[config.mk]
export PLATFORM = sky130hd
export DESIGN_NAME = tsel_top
export DESIGN_NICKNAME = d
export VERILOG_FILES = /design/src/rtl/tsel_pkg.sv /design/src/rtl/tsel_sync.sv /design/src/rtl/tsel_pow2_div.sv /design/src/rtl/tsel_ndiv.sv /design/src/rtl/tsel_mcount.sv /design/src/rtl/tsel_top.sv
export SDC_FILE = /design/constraint.sdc
export NUM_CORES = 1
export LEC_CHECK = 0
export ABC_AREA = 1
export BUFFER_PORTS_ARGS = -buffer_cell sky130_fd_sc_hd__buf_2
export CAP_MARGIN = 20
export CORE_UTILIZATION = 55
export CTS_BUF_LIST = sky130_fd_sc_hd__clkbuf_2 sky130_fd_sc_hd__clkbuf_4 sky130_fd_sc_hd__clkbuf_8
export CTS_CLUSTER_SIZE = 14
export DETAILED_ROUTE_END_ITERATION = 12
export HOLD_SLACK_MARGIN = 0.02
export PLACE_DENSITY = 0.89
export REMOVE_ABC_BUFFERS = 1
export SLEW_MARGIN = 0
export SYNTH_ARGS = -nofsm -noshare
export SYNTH_HDL_FRONTEND = slang
export SYNTH_HIERARCHICAL = 1
export SYNTH_SLANG_ARGS = --single-unit
export TNS_END_PERCENT = 100
[constraint.sdc]
create_clock -name clk -period 1.94 [get_ports clk]
set_input_delay 0.194 -clock clk [delete_from_list [all_inputs] [get_ports clk]]
set_output_delay 0.194 -clock clk [all_outputs]
set_load 0.05 [all_outputs]
[src/rtl/tsel_pkg.sv]
package tsel_pkg;

    localparam int NCODE_W = 2;
    localparam int NCNT_W  = (1 << NCODE_W) - 1;

    typedef enum logic [2:0] {
        SEL_SHIFT   = 3'b000,
        SEL_ONE     = 3'b001,
        SEL_REFDIV  = 3'b010,
        SEL_MCNT    = 3'b011,
        SEL_SYNTH   = 3'b100,
        SEL_ZERO    = 3'b101,
        SEL_BYPASS  = 3'b110,
        SEL_SYNDIV4 = 3'b111
    } tsel_code_e;

    typedef struct packed {
        logic ser_bit;
        logic ser_clk;
        logic synth;
        logic refc;
    } tsel_lanes_t;

    // last count value of the post-divider for a given code (ratio 2^code)
    function automatic logic [NCNT_W-1:0] n_last(input logic [NCODE_W-1:0] code);
        logic [NCNT_W:0] ratio;
        ratio = ({{NCNT_W{1'b0}}, 1'b1} << code);
        return ratio[NCNT_W-1:0] - {{(NCNT_W-1){1'b0}}, 1'b1};
    endfunction

endpackage

[src/rtl/tsel_sync.sv]
module tsel_sync #(
    parameter int W = 4
) (
    input  logic         clk,
    input  logic         rst,
    input  logic [W-1:0] async_i,
    output logic [W-1:0] sync_o
);
    for (genvar g = 0; g < W; g++) begin : g_lane
        logic s1, s2;
        always_ff @(posedge clk) begin
            if (rst) begin
                s1 <= 1'b0;
                s2 <= 1'b0;
            end else begin
                s1 <= async_i[g];
                s2 <= s1;
            end
        end
        assign sync_o[g] = s2;
    end
endmodule

[src/rtl/tsel_pow2_div.sv]
module tsel_pow2_div #(
    parameter int LOG2 = 4
) (
    input  logic clk,
    input  logic rst,
    input  logic step_i,
    output logic q_o
);
    localparam int CW = LOG2 - 1;
    logic [CW-1:0] cnt;

    always_ff @(posedge clk) begin
        if (rst) begin
            cnt <= '0;
            q_o <= 1'b0;
        end else if (step_i) begin
            cnt <= cnt + 1'b1;
            if (&cnt) q_o <= ~q_o;
        end
    end

    // toggle only on a step
    a_r4_toggle_on_step: assert property (@(posedge clk) disable iff (rst)
        !step_i |=> $stable(q_o));
endmodule

[src/rtl/tsel_ndiv.sv]
module tsel_ndiv
    import tsel_pkg::*;
(
    input  logic               clk,
    input  logic               rst,
    input  logic               clr_i,
    input  logic               step_i,
    input  logic [NCODE_W-1:0] n_code_i,
    output logic               q_o,
    output logic               rise_o
);
    logic [NCNT_W-1:0] cnt;
    logic              wrap;

    assign wrap   = step_i && (cnt >= n_last(n_code_i));
    assign rise_o = wrap && !q_o && !clr_i;

    always_ff @(posedge clk) begin
        if (rst || clr_i) begin
            cnt <= '0;
            q_o <= 1'b0;
        end else if (step_i) begin
            if (wrap) begin
                cnt <= '0;
                q_o <= ~q_o;
            end else begin
                cnt <= cnt + 1'b1;
            end
        end
    end

    a_r8_clear_low: assert property (@(posedge clk) disable iff (rst)
        clr_i |=> !q_o);
endmodule

[src/rtl/tsel_mcount.sv]
module tsel_mcount #(
    parameter int M_W = 9
) (
    input  logic           clk,
    input  logic           rst,
    input  logic           clr_i,
    input  logic           step_i,
    input  logic [M_W-1:0] m_i,
    output logic           pulse_o
);
    logic [M_W-1:0] cnt;
    logic [M_W-1:0] reload;

    assign reload = (m_i == '0) ? '0 : m_i - 1'b1;

    always_ff @(posedge clk) begin
        if (rst || clr_i) begin
            cnt     <= '0;
            pulse_o <= 1'b0;
        end else begin
            pulse_o <= 1'b0;
            if (step_i) begin
                if (cnt == '0) begin
                    cnt     <= reload;
                    pulse_o <= 1'b1;
                end else begin
                    cnt <= cnt - 1'b1;
                end
            end
        end
    end

    a_r6_pulse_single: assert property (@(posedge clk) disable iff (rst)
        pulse_o |=> !pulse_o);
endmodule

[src/rtl/tsel_top.sv]
module tsel_top
    import tsel_pkg::*;
#(
    parameter int M_W = 9
) (
    input  logic               clk,
    input  logic               rst,
    input  logic [2:0]         test_code_i,
    input  logic [M_W-1:0]     m_val_i,
    input  logic [NCODE_W-1:0] n_code_i,
    input  logic               ref_clk_i,
    input  logic               synth_clk_i,
    input  logic               ser_bit_i,
    input  logic               ser_clk_i,
    output logic               test_o,
    output logic               fout_o
);
    tsel_lanes_t lanes_raw, lanes_s, lanes_prev;
    logic [2:0]  code_s1;
    tsel_code_e  code_q;
    logic        byp_now, byp_d, mode_chg;
    logic        ref_rise, syn_rise, sclk_rise;
    logic        refdiv_q, syndiv_q, ndiv_q, ndiv_rise, mpulse, mstep;

    assign lanes_raw = '{ser_bit: ser_bit_i, ser_clk: ser_clk_i,
                         synth: synth_clk_i, refc: ref_clk_i};

    tsel_sync #(.W(4)) u_sync (
        .clk(clk), .rst(rst), .async_i(lanes_raw), .sync_o(lanes_s)
    );

    always_ff @(posedge clk) begin
        if (rst) begin
            lanes_prev <= '0;
            code_s1    <= '0;
            code_q     <= SEL_SHIFT;
            byp_d      <= 1'b0;
        end else begin
            lanes_prev <= lanes_s;
            code_s1    <= test_code_i;
            code_q     <= tsel_code_e'(code_s1);
            byp_d      <= byp_now;
        end
    end

    assign ref_rise  = lanes_s.refc    && !lanes_prev.refc;
    assign syn_rise  = lanes_s.synth   && !lanes_prev.synth;
    assign sclk_rise = lanes_s.ser_clk && !lanes_prev.ser_clk;
    assign byp_now   = (code_q == SEL_BYPASS);
    assign mode_chg  = byp_now ^ byp_d;

    tsel_pow2_div #(.LOG2(4)) u_refdiv (
        .clk(clk), .rst(rst), .step_i(ref_rise), .q_o(refdiv_q)
    );

    tsel_pow2_div #(.LOG2(2)) u_syndiv (
        .clk(clk), .rst(rst), .step_i(syn_rise), .q_o(syndiv_q)
    );

    tsel_ndiv u_ndiv (
        .clk(clk), .rst(rst), .clr_i(mode_chg), .step_i(byp_d && sclk_rise),
        .n_code_i(n_code_i), .q_o(ndiv_q), .rise_o(ndiv_rise)
    );

    assign mstep = byp_d ? ndiv_rise : syn_rise;

    tsel_mcount #(.M_W(M_W)) u_mcnt (
        .clk(clk), .rst(rst), .clr_i(mode_chg), .step_i(mstep),
        .m_i(m_val_i), .pulse_o(mpulse)
    );

    always_ff @(posedge clk) begin
        if (rst) begin
            test_o <= 1'b0;
            fout_o <= 1'b0;
        end else begin
            fout_o <= byp_d ? ndiv_q : lanes_s.synth;
            unique case (code_q)
                SEL_SHIFT:   test_o <= lanes_s.ser_bit;
                SEL_ONE:     test_o <= 1'b1;
                SEL_REFDIV:  test_o <= refdiv_q;
                SEL_MCNT:    test_o <= mpulse;
                SEL_SYNTH:   test_o <= lanes_s.synth;
                SEL_ZERO:    test_o <= 1'b0;
                SEL_BYPASS:  test_o <= mpulse;
                SEL_SYNDIV4: test_o <= syndiv_q;
                default:     test_o <= 1'b0;
            endcase
        end
    end

    a_r2_const_one: assert property (@(posedge clk) disable iff (rst)
        (code_q == SEL_ONE) |=> test_o);
    a_r2_const_zero: assert property (@(posedge clk) disable iff (rst)
        (code_q == SEL_ZERO) |=> !test_o);
    a_r7_bypass_src: assert property (@(posedge clk) disable iff (rst)
        (byp_d && byp_now) |=> (fout_o == $past(ndiv_q)));
    a_r10_normal_src: assert property (@(posedge clk) disable iff (rst)
        (!byp_d && !byp_now) |=> (fout_o == $past(lanes_s.synth)));
endmodule

After elaboration in Yosys (flattened, before gate mapping)

Cells that the tools add are included.

Input bits: 20
Output and inout bits: 2
Register bits: 40
Word-level logic and storage cells: 72

Order comparisons: 1
Equal/unequal tests: 7
Muxes and demuxes: 7
Shift operators: 1
Bitwise gates (word level): 5
$add $sub $neg: 6
Reductions and logical operators: 21

Operators by type and width:

| operator            | number |
|---|---|
| $logic_not 9->1     | 2 |
| $mux 9              | 2 |
| $sub 9x1->9 const B | 2 |
| $eq 3x3->1 const B  | 4 |
| $logic_and 1x1->1   | 7 |
| $pmux 1 s7          | 1 |
| $add 3x1->3 const B | 2 |
| $eq 3x2->1 const B  | 2 |
| $logic_not 1->1     | 5 |
| $not 1->1           | 4 |
| $reduce_and 2->1    | 2 |
| $reduce_and 4->1    | 1 |
| $reduce_or 2->1     | 2 |
| $eq 3x1->1 const B  | 1 |
| $ge 3x3->1          | 1 |
| $logic_not 3->1     | 1 |
| $mux 1              | 3 |
| $mux 3              | 1 |
| $shl 1x2->3 const A | 1 |
| $sub 3x1->3 const B | 1 |
| $add 1x1->1 const B | 1 |
| $logic_or 1x1->1    | 1 |
| $xor 1x1->1         | 1 |

Depth between registers and ports, before layout

Depth after elaboration: 9
Depth in mapped cells: 14

Cells and area by module

Netlist, hierarchy kept.

By module, submodules not included:

| module                    | times used | seq. area each (um^2) | cells an instance | area an instance (um^2) |
|---|---|---|---|---|
| tsel_mcount               | 1          | 200.2                 | 139               | 865.8 |
| tsel_top                  | 1          | 240.2                 | 62                | 450.4 |
| tsel_ndiv                 | 1          | 80.1                  | 38                | 277.8 |
| tsel_sync                 | 1          | 160.2                 | 29                | 261.5 |
| tsel_pow2_div at u_refdiv | 1          | 80.1                  | 22                | 166.4 |
| tsel_pow2_div at u_syndiv | 1          | 40.0                  | 11                | 76.3 |

Worst setup path before layout

Ideal clock, no wire load.

Path type: register to register
Start point: register byp_d
End point: register u_mcnt.cnt[1]
Buffers on the path: 1
Stages on the path, launching flop included: 10
Period minus slack after synthesis: 1.862 ns
Data arrival time: 1.748 ns
Library setup time: 0.115 ns
Slack: 0.078 ns
Cell sequence: dfxtp_1 > inv_2 > nor3_1 > nand3_1 > nor2_1 > nand2_1 > nand2_1 > clkbuf_1 > o21ai_0 > o21a_1

Word-level cells in the longest chain between the ends: 5
Elaborated cells between the ends (all ways): 8
Those cells by class: 1 x mux; 1 x bitwise; 6 x reduce/logical

Ends and longest elaborated chain:

| item                   | line              | source |
|---|---|---|
| start, declared        | tsel_top.sv:21    | `logic byp_now, byp_d, mode_chg;` |
| start signal, assigned | tsel_top.sv:42    | `byp_d <= byp_now;` |
| $logic_and 1x1->1      | tsel_top.sv:61    | `.clk(clk), .rst(rst), .clr_i(mode_chg), .step_i(byp_d && sclk_rise),` |
| $logic_and 1x1->1      | tsel_ndiv.sv:15   | `assign wrap = step_i && (cnt >= n_last(n_code_i));` |
| $logic_and 1x1->1      | tsel_ndiv.sv:16   | `assign rise_o = wrap && !q_o && !clr_i;` |
| $logic_and 1x1->1 *    | tsel_ndiv.sv:16   |  |
| net ndiv_rise          | tsel_top.sv:23    | `logic refdiv_q, syndiv_q, ndiv_q, ndiv_rise, mpulse, mstep;` |
| $mux 1 *               | tsel_top.sv:65    | `assign mstep = byp_d ? ndiv_rise : syn_rise;` |
| net mstep              | tsel_top.sv:23    |  |
| end signal, assigned   | tsel_mcount.sv:24 | `cnt <= reload;` |
| end signal, assigned   | tsel_mcount.sv:27 | `cnt <= cnt - 1'b1;` |
| end, declared          | tsel_mcount.sv:11 | `logic [M_W-1:0] cnt;` |

Mark *: on every way through the listed nets, which the timed path passes. The rest lies on a longest branch.
A chain may end at the register's enable or synchronous reset.

Worst setup path in the final report

Start point: register u_ndiv.cnt[0]
End point: register u_mcnt.cnt[1]

Word-level cells in the longest chain between the ends: 5

Ends and longest elaborated chain:

| item                           | line            | source |
|---|---|---|
| start, declared                | tsel_ndiv.sv:12 | `logic [NCNT_W-1:0] cnt;` |
| start signal, assigned         | tsel_ndiv.sv:27 | `cnt <= cnt + 1'b1;` |
| $ge 3x3->1                     | tsel_ndiv.sv:15 |  |
| $logic_and 1x1->1              | tsel_ndiv.sv:15 |  |
| $logic_and 1x1->1 (2 in a row) | tsel_ndiv.sv:16 |  |
| net ndiv_rise                  | tsel_top.sv:23  |  |
| $mux 1                         | tsel_top.sv:65  |  |
| net mstep                      | tsel_top.sv:23  |  |

The timed path passes the listed nets, and every way through them passes these cells.

==> run_results.csv <==
group,metric,value,unit
detailed_routing,vias_per_cell,4.89,
power_and_ir_drop,peakVddDrop,592,µV
sta,max-slew-margin-rel,73.1,%
logic_synthesis,synth.largest_area_cell,"dfxtp_1",
worst_hold_path,min_delay_worst_endpoint,"u_sync/g_lane[2].s1",
die,fp.coreArea,3660,µm²
placement,place_hpwl,2.82,mm
finish,final_cell_mix,"56 x nand2_1, 54 x nor2_1, 44 x inv_1",
finish,layout_commonest_cell,"nand2_1",
clock_tree,clock-root-buffer,"clkbuf_8",
power_and_ir_drop,p_int,0.00135,W
placement,place_congestion,0.862,
finish,nFillCells,321,
sta,fin_worst_skew,0.00369,ns
detailed_routing,wire_per_inst,9.99,µm
power_and_ir_drop,power_density,778,nW/µm²
worst_setup_path,cp_max_fo,10,
logic_synthesis,syn_inst,301,
finish,num-nets-final,355,
clock_tree,worstSkewPairLatency,0.29,ns
die,die_w,63.8,µm
logic_synthesis,yosysWarnings,6,
worst_setup_path,r2r_slack,0.12,ns
clock_tree,hold_buffers,0,
logic_synthesis,ys_types,30,
global_route,antenna_found_initial,0,
worst_hold_path,worstHoldStart,"ser_clk_i",
global_route,overflow,0,
sta,fin_crit_sh,94.0,%
worst_setup_path,worst_ep_required_time,2.12,ns
worst_setup_path,r2r_end,"u_mcnt/cnt[1]",
detailed_routing,drtPass1Iterations,4,
placement,pre_cts_slack,-0.0350,ns
global_route,grt_pass1_vias,1624,
worst_setup_path,critPathKind,"reg2reg",
placement,numPortBuffers,21,
finish,finish.utilization,65.3,%
power_and_ir_drop,p_sw_share,27.3,%
outcome,status,"finished, final reports clean",
sta,final_hold_viol_count,0,
worst_setup_path,startpoint_type,"flip-flop",
sta,period_needed,1.82,ns
power_and_ir_drop,p_leak,1.13,nW
detailed_routing,wl,3.77,mm
worst_hold_path,hold_depth,3,
logic_synthesis,synth-edff-count,0,
power_and_ir_drop,pwr-share-comb,16.6,%
finish,diodes,0,
sta,tightest_slew,0.404,ns
logic_synthesis,synth_area_leaders,"dfxtp_1 38%, nand2_1 10%, nor2_1 9.7%",
global_route,grt_usage,20.0,%
die,die_y,63.8,µm
sta,setup_viol,0,
flow_run,maxCapViolCount,0,
global_route,grt_start_max_net_pins,25,
detailed_routing,drc,0,
logic_synthesis,async_flop_share,0,%
power_and_ir_drop,p_clk_share,36.5,%
logic_synthesis,netlist_area,2100,µm²
logic_synthesis,yosysTopAreaCellShare,38.2,%
sta,setup_ws,0.117,ns
clock_tree,cts.clk_slew.worst_paths,0.08,ns
die,rows,22,
worst_setup_path,r2r-start,"u_ndiv/cnt[0]",
sta,drv_slew,0,
global_route,grt_pass1_wl,6.48,mm
logic_synthesis,ys.flop_type,"dfxtp_1",
worst_setup_path,r2r.worst_path.cells,13,
power_and_ir_drop,p_sw,0.000508,W
worst_setup_path,end_kind,"flip-flop",
finish,postLayoutCellArea,2390,µm²
logic_synthesis,synth.yosys.seq_area_share,38.2,%
power_and_ir_drop,pwr-share-seq,46.9,%
worst_hold_path,holdCritPathClass,"in2reg",
detailed_routing,first_iter_violations,69,
clock_tree,cts_sinks,40,
detailed_routing,vias,1844,
die,io_pins,22,
logic_synthesis,ys_ff_latch,40,
finish,syn2layout_area_growth,14.0,%
die,die-area,4070,µm²
clock_tree,tritoncts.num_buffers,5,
placement,placed_cell_area,2250,µm²
clock_tree,cts_tree,"built",
die,initial_core_util,57.3,%
logic_synthesis,syn_area_per_cell,6.97,µm²
finish,layout-drive-gt1-share,20.1,%
detailed_routing,ant_nets,0,
clock_tree,ctsHtreeMaxLevel,2,
worst_setup_path,crit_arrival,2.01,ns
sta,max_freq,0.549,GHz
clock_tree,cts_max_path_buffers,2,
## routing by layer
metal,wire length (µm),global-route usage (%)
met1,1740,23.9
met5,0,0
met3,115,4.46
met2,1910,34.7
met4,0,7.39
## timing repair
item / 4_1_cts / 5_1_grt
endpoints found under the hold margin: 0 / 0
setup endpoints to repair: 0 / 10
resized for setup: 0 / 8
setup buffers: 0 / 0
## power groups by stage
stage | Combinational (W) | Sequential, W | Clock, W
2_1_floorplan | 0.000217 | 0.000893 | 0
3_3_place_gp | 0.000294 | 0.000890 | 0
3_5_place_dp | 0.000302 | 0.000891 | 0
4_1_cts | 0.000304 | 0.000872 | 0.000697
5_1_grt | 0.000349 | 0.000877 | 0.000729
6_report | 0.000308 | 0.000873 | 0.000680
## cells in the mapped netlist, types with 2 or more instances
cell      instances
nand2_1          57
nor2_1           54
inv_1            44
dfxtp_1          40
a21oi_1          19
o21ai_0          13
nand3_1          11
ha_1              7
inv_2             7
nand2_2           7
xor2_1            7
nand4_1           6
buf_4             5
a21oi_2           3
nor2_2            3
clkinv_1          2
nor2_4            2
nor3_2            2
## worst max path at each step
| stage | from | end | slack [ns] | cells after the start |
|---|---|---|---|---|
| 4_1_cts | u_ndiv/cnt[0] | u_mcnt/cnt[8] | 0.03 | 13 |
| 3_3_place_gp | n_code_i[1] | u_mcnt/cnt[8] | 0.01 | 14 |
| 5_1_grt | u_ndiv/cnt[0] | u_mcnt/cnt[1] | -0.02 | 13 |
| 3_5_place_dp | n_code_i[1] | u_mcnt/cnt[8] | -0.04 | 14 |
| 2_1_floorplan | byp_d | u_mcnt/cnt[8] | -0.0009 | 9 |
| 6_report | u_ndiv/cnt[0] | u_mcnt/cnt[1] | 0.12 | 13 |
## stage by stage
stage                     setup TNS (ns)  hold WS, ns  std cells  power (W)
final                                  0        0.101        377    0.00186
after global routing             -0.0677        0.107        377    0.00195
after CTS                              0       0.0949        376    0.00187
after detailed placement         -0.0794        0.393        368    0.00119
after global placement                 0        0.392        368    0.00118
after floorplan                -0.000899        0.265        294    0.00111
## final cells by class
cell class / count / area, µm² / share of cell area [%]
inverters: 53 / 203 / 8.47
clock inverters: 3 / 46.3 / 1.94
repair inverters: 1 / 7.51 / 0.314
multi-input cells: 201 / 1060 / 44.2
repair buffers: 26 / 146 / 6.12
flip-flops and latches: 40 / 802 / 33.5
well taps: 48 / 60.1 / 2.51
clock buffers: 5 / 68.8 / 2.88
## worst max-delay path: stages, from the launching register on
cell and delay [ns]:
dfxtp_2 0.35, inv_1 0.06, ha_1 0.27, inv_1 0.03, nand2_1 0.06, nand2_2 0.05, nand2_2 0.07, nand3_2 0.07
nor2_1 0.12, nand2_1 0.10, nand2_4 0.12, buf_6 0.15, o21ai_0 0.08, o21a_1 0.17
## flip-flops by register name, summed over array words and instances (netlist names), 3 cells and up
| name | flops |
|---|---|
| code_q | 3 |
| u_sync/g_lane.s1 | 4 |
| u_ndiv/cnt | 3 |
| u_refdiv/cnt | 3 |
| u_sync/g_lane.s2 | 4 |
| u_mcnt/cnt | 9 |
| lanes_prev | 3 |
| code_s1 | 3 |
## kinds of logic (layout without fill, tap and decap cells)
family,Yosys count,after routing,share of synthesized area [%]
AND/OR/NAND/NOR,149,149,32.8
buffers and inverters,60,88,12.0
flip-flops,40,40,38.2
AO/OA/AOI/OAI,38,38,9.96
adder cells (fa/ha/maj),7,7,4.17
XOR/XNOR,7,7,2.92
Power figures use the tool's default switching activity.
